File: config.mk
export PLATFORM = sky130hd
export DESIGN_NAME = qpp_addr_gen
export DESIGN_NICKNAME = d
export VERILOG_FILES = /design/src/rtl/qpp_pkg.sv /design/src/rtl/qpp_modadd.sv /design/src/rtl/qpp_index_ctr.sv /design/src/rtl/qpp_addr_gen.sv
export SDC_FILE = /design/constraint.sdc
export NUM_CORES = 1
export LEC_CHECK = 0
export BUFFER_PORTS_ARGS = -buffer_cell sky130_fd_sc_hd__buf_4
export CORE_MARGIN = 4
export CORE_UTILIZATION = 62
export CTS_BUF_LIST = sky130_fd_sc_hd__clkbuf_8
export DETAILED_ROUTE_END_ITERATION = 12
export PLACE_DENSITY_LB_ADDON = 0.25
export SETUP_SLACK_MARGIN = 0.5
export SLEW_MARGIN = 20
export SYNTH_ARGS = -nofsm -noshare
export SYNTH_HDL_FRONTEND = slang
export SYNTH_SLANG_ARGS = --single-unit
File: constraint.sdc
create_clock -name clk -period 5 [get_ports clk]
set_clock_uncertainty 0.2 [all_clocks]
set_input_delay 1 -clock clk [delete_from_list [all_inputs] [get_ports clk]]
set_output_delay 1 -clock clk [all_outputs]
set_load 0.02 [all_outputs]
File: src/rtl/qpp_pkg.sv
package qpp_pkg;
    localparam int unsigned ADDR_W = 13;
    typedef enum logic [0:0] {
        ST_IDLE = 1'b0,
        ST_RUN  = 1'b1
    } qpp_state_e;
endpackage

File: src/rtl/qpp_modadd.sv
module qpp_modadd #(
    parameter int unsigned W = 13
) (
    input  logic [W-1:0] a,
    input  logic [W-1:0] b,
    input  logic [W-1:0] m,
    output logic [W-1:0] sum
);
    localparam int unsigned SW = W + 1;
    logic [SW-1:0] raw;
    logic [SW-1:0] red;

    always_comb begin
        raw = {1'b0, a} + {1'b0, b};
        red = raw - {1'b0, m};
        sum = (raw >= {1'b0, m}) ? red[W-1:0] : raw[W-1:0];
    end
endmodule

File: src/rtl/qpp_index_ctr.sv
module qpp_index_ctr #(
    parameter int unsigned W = 13
) (
    input  logic         clk,
    input  logic         rst_n,
    input  logic         clr,
    input  logic         adv,
    input  logic [W-1:0] last_idx,
    output logic         at_first,
    output logic         at_last
);
    logic [W-1:0] idx_q;

    always_ff @(posedge clk or negedge rst_n) begin
        if (!rst_n) begin
            idx_q <= '0;
        end else if (clr) begin
            idx_q <= '0;
        end else if (adv) begin
            idx_q <= (idx_q == last_idx) ? '0 : idx_q + 1'b1;
        end
    end

    assign at_first = (idx_q == '0);
    assign at_last  = (idx_q == last_idx);

    // index never runs past the last position
    assert_idx_in_range_R7: assert property (@(posedge clk) disable iff (!rst_n)
        idx_q <= last_idx || $past(clr) == 1'b0 && $past(adv) == 1'b0);
endmodule

File: src/rtl/qpp_addr_gen.sv
module qpp_addr_gen
    import qpp_pkg::*;
#(
    parameter int unsigned W = ADDR_W
) (
    input  logic         clk,
    input  logic         rst_n,
    input  logic         load,
    input  logic [W-1:0] k_in,
    input  logic [W-1:0] alpha_in,
    input  logic [W-1:0] beta_in,
    input  logic         start,
    input  logic         ready,
    output logic [W-1:0] addr_o,
    output logic         valid_o,
    output logic         first_o,
    output logic         last_o
);
    qpp_state_e   state_q, state_d;
    logic [W-1:0] k_q, alpha_q, beta_q;
    logic [W-1:0] p_q, q_q, p_nxt, q_nxt;
    logic [W-1:0] last_idx;
    logic         launch, accept, at_first, at_last;

    assign last_idx = k_q - 1'b1;
    assign launch   = (state_q == ST_IDLE) && start;
    assign accept   = (state_q == ST_RUN) && ready;

    // State register
    always_ff @(posedge clk or negedge rst_n) begin
        if (!rst_n) state_q <= ST_IDLE;
        else        state_q <= state_d;
    end

    // Next state
    always_comb begin
        state_d = state_q;
        unique case (state_q)
            ST_IDLE: if (start) state_d = ST_RUN;
            ST_RUN:  if (accept && at_last && !start) state_d = ST_IDLE;
            default: state_d = ST_IDLE;
        endcase
    end

    // Outputs
    always_comb begin
        valid_o = 1'b0;
        first_o = 1'b0;
        last_o  = 1'b0;
        unique case (state_q)
            ST_IDLE: ;
            ST_RUN: begin
                valid_o = 1'b1;
                first_o = at_first;
                last_o  = at_last;
            end
            default: ;
        endcase
    end
    assign addr_o = p_q;

    // Parameter capture
    always_ff @(posedge clk or negedge rst_n) begin
        if (!rst_n) begin
            k_q     <= W'(1);
            alpha_q <= '0;
            beta_q  <= '0;
        end else if (load && state_q == ST_IDLE) begin
            k_q     <= k_in;
            alpha_q <= alpha_in;
            beta_q  <= beta_in;
        end
    end

    qpp_modadd #(.W(W)) u_add_p (.a(p_q), .b(q_q),    .m(k_q), .sum(p_nxt));
    qpp_modadd #(.W(W)) u_add_q (.a(q_q), .b(beta_q), .m(k_q), .sum(q_nxt));

    // Recurrence registers
    always_ff @(posedge clk or negedge rst_n) begin
        if (!rst_n) begin
            p_q <= '0;
            q_q <= '0;
        end else if (launch) begin
            p_q <= '0;
            q_q <= alpha_q;
        end else if (accept) begin
            p_q <= p_nxt;
            q_q <= q_nxt;
        end
    end

    qpp_index_ctr #(.W(W)) u_idx (
        .clk(clk), .rst_n(rst_n), .clr(launch), .adv(accept),
        .last_idx(last_idx), .at_first(at_first), .at_last(at_last)
    );

    assert_addr_below_k_R5: assert property (@(posedge clk) disable iff (!rst_n)
        valid_o |-> addr_o < k_q);

    assert_stall_hold_R6: assert property (@(posedge clk) disable iff (!rst_n)
        (valid_o && !ready) |=> (valid_o && $stable(addr_o) && $stable(first_o) && $stable(last_o)));

    assert_first_at_zero_R3: assert property (@(posedge clk) disable iff (!rst_n)
        (valid_o && first_o) |-> addr_o == '0);

    assert_launch_first_R7: assert property (@(posedge clk) disable iff (!rst_n)
        $rose(valid_o) |-> first_o);

    assert_chain_restart_R8: assert property (@(posedge clk) disable iff (!rst_n)
        (valid_o && ready && last_o && start) |=> (valid_o && first_o && addr_o == '0));

    assert_finish_idle_R8: assert property (@(posedge clk) disable iff (!rst_n)
        (valid_o && ready && last_o && !start) |=> !valid_o);
endmodule

==> run summary <==
outcome = completed
WHS Path Cells = 1
drt wl/cell = 18.95 um
final antenna-violating net count = 0
reg2reg path depth = 14
R2R Path End = q_q[0]$_DFFE_PN0P_
gr ovfl total = 0
share of layout cells above drive strength 1 = 16.96%
GRT Total Usage = 30.08%
clk buf depth = 2
commonest non-fill, non-tap cell in the layout = dfrtp_1
drt via density = 6.468
H-tree depth = 3
Post-Route Setup TNS = 0 ps
CP Launch Type = flip-flop
FP Rows = 36
pre-CTS WS = 381.4 ps
Num CTS Buffers = 9
final worst slack = 641.4 ps
most frequent cells in the layout = dfrtp_1, buf_4, nand2_1
Detailed Route WL = 17.61 mm
unrepaired setup endpoints after global routing = yes
hold-fix buffers at CTS = 0
async set-reset flop share out of synthesis = 100.0%
post-synthesis sequential area ratio = 30.66%
# diodes = 0
minimum clock period = 4359 ps
period utilization = 87.17%
vias in the first global route = 5,866
Initial Utilization = 64.81%
final hold violation count = 0
initial antenna violation count = 0
number of enable flip-flop cells after synthesis = 0
number of top-level pins = 60
first-pass GRT wire length = 28.30 mm
Slew HR = 31.52%
Synth Cell Area = 6451 um^2
clk slew on worst S/H paths = 70 ps
largest net degree at the start of global routing = 80
number of port buffers = 59
crit path kind = flip-flop to flip-flop
end-of-flow core utilization = 73.87%
synth-to-layout area growth = 13.98%
CTS tree = yes
flop2flop setup slack = 640 ps
Synth Flop Type = dfrtp_1
Synth Warn # = 0
DR pass1 iterations = 5
Die ar. = 12,100 um^2
fin nets = 895
HPWL after DPL = 13.29 mm
CP max FO = 6
r2r startpoint = q_q[4]$_DFFE_PN0P_
clk root buf = clkbuf_8
hold crit path type = flip-flop to flip-flop
min-delay src = beta_q[4]$_DFFE_PN0P_
Hold Path Sink = beta_q[4]$_DFFE_PN0P_
Clock Latency Late Sink = 380 ps
RD Place Congestion = 0.9173
post-synthesis area per instance = 8.801 um^2
syn_nets = 836
register bit total from synthesis = 79
core footprint = 9955 um^2
max_cap viols = 0
slew of the pin with the lowest slew margin = 1025 ps
DRT iter0 DRCs = 502
WP data arrival = 4440 ps
f_max = 0.2294 GHz
post-synthesis instance total = 733
CP Data Required Time = 5080 ps
Num Clock Sinks = 79
Chip Height = 110.0 um
max-slew violations = 0
DRC = 0
Vias = 6,009
Crit. End Element = flip-flop
Die Wd = 110.0 um
fill cell count = 737
final setup vio count = 0
Synth cell types = 66
==> metal layers <==
layer	part of all wire (%)	routed length, um	vias up	GRT usage (%)
met5	0	0	-	0
met4	2.6	460	0	10.42
met3	5.9	1041	42	5.766
met2	48	8471	207	50.39
met1	43	7634	2915	38.93
li1	-	-	2845	-
==> kinds of logic after synthesis <==
group / count (synthesis) / synth area share (%)
and+or+nand+nor: 244 / 19.69
AOI/OAI and AO/OA: 200 / 20.58
DFF: 79 / 30.66
buffers and inverters: 64 / 4.015
adders and majority gates: 59 / 11.91
xor gates and xnor gates: 45 / 6.109
muxes: 42 / 7.040
==> flip-flops by register name (all words and copies together), names as in the netlist <==
register,count
addr_o,13
alpha_q,13
beta_q,13
k_q,13
q_q,13
state_q,1
u_idx.idx_q,13
==> area by class of cell <==
cell class              count  area [um^2]  share of cell area, %
multi-input cells         591         4317                  58.70
well taps                 133        166.4                  2.263
clock buffers              11        151.4                  2.059
repair buffers             73        551.8                  7.504
flip-flops and latches     79         1978                  26.90
inverters                  38        142.6                  1.940
clock inverters             4        46.29                 0.6296
==> critical path: stages, from the launching register on <==
cell	delay, ps
dfrtp_1	410
ha_1	360
a21oi_2	180
nor2b_1	80
or4_4	510
a211o_1	270
nand4_1	190
ha_4	260
a21oi_4	160
o21bai_2	110
or4_1	420
a211o_1	340
a32o_4	330
mux2_1	320
o21ai_1	120
==> cell usage after synthesis, types with 11 or more instances <==
master    number  share of area, %
a211oi_1      11               1.3
a21oi_1       31               2.4
a22oi_1       12               1.4
and3_1        11               1.1
clkbuf_1      19               1.1
dfrtp_1       78                30
ha_1          55                11
inv_1         38               2.2
mux2_2        26               4.5
mux2i_1       15               2.3
nand2_1       65               3.8
nand2b_1      12               1.2
nand3_1       16               1.2
nand4_1       15               1.5
nor2_1        34               2.0
nor2b_1       12               1.2
nor3_1        26               2.0
nor4_1        15               1.5
o21a_1        11               1.3
o21ai_0       34               2.6
o21ai_1       27               2.1
xnor2_1       32               4.3
xor2_1        13               1.8
==> metrics by stage <==
step | hold WS, ps | instances | area [um^2]
finish | 321.4 | 929 | 7353
floorplan | 281.1 | 733 | 6451
global route | 345.9 | 929 | 7353
detailed placement | 306.1 | 907 | 7014
CTS | 324.4 | 922 | 7223
global placement | 299.6 | 907 | 7014
==> worst max path at each step <==
stage	endpoint	slack (ps)	start
after detailed placement	q_q[0]$_DFFE_PN0P_	380	q_q[4]$_DFFE_PN0P_
after CTS	q_q[0]$_DFFE_PN0P_	500	q_q[4]$_DFFE_PN0P_
final	q_q[0]$_DFFE_PN0P_	640	q_q[4]$_DFFE_PN0P_
after global placement	q_q[0]$_DFFE_PN0P_	550	q_q[0]$_DFFE_PN0P_
after global routing	q_q[0]$_DFFE_PN0P_	460	q_q[0]$_DFFE_PN0P_
after floorplan	q_q[10]$_DFFE_PN0P_	860	q_q[4]$_DFFE_PN0P_
==> timing repair <==
| action | CTS | global route |
|---|---|---|
| pin swaps | 0 | 4 |
| setup buffers | 0 | 5 |
| cloned | 0 | 1 |
| setup endpoints to repair | 3 | 16 |
| gates resized for setup | 2 | 16 |
Power is left out: the tool's default activity adds up to more than one toggle a clock period on the data nets, which glitch-free logic cannot reach.
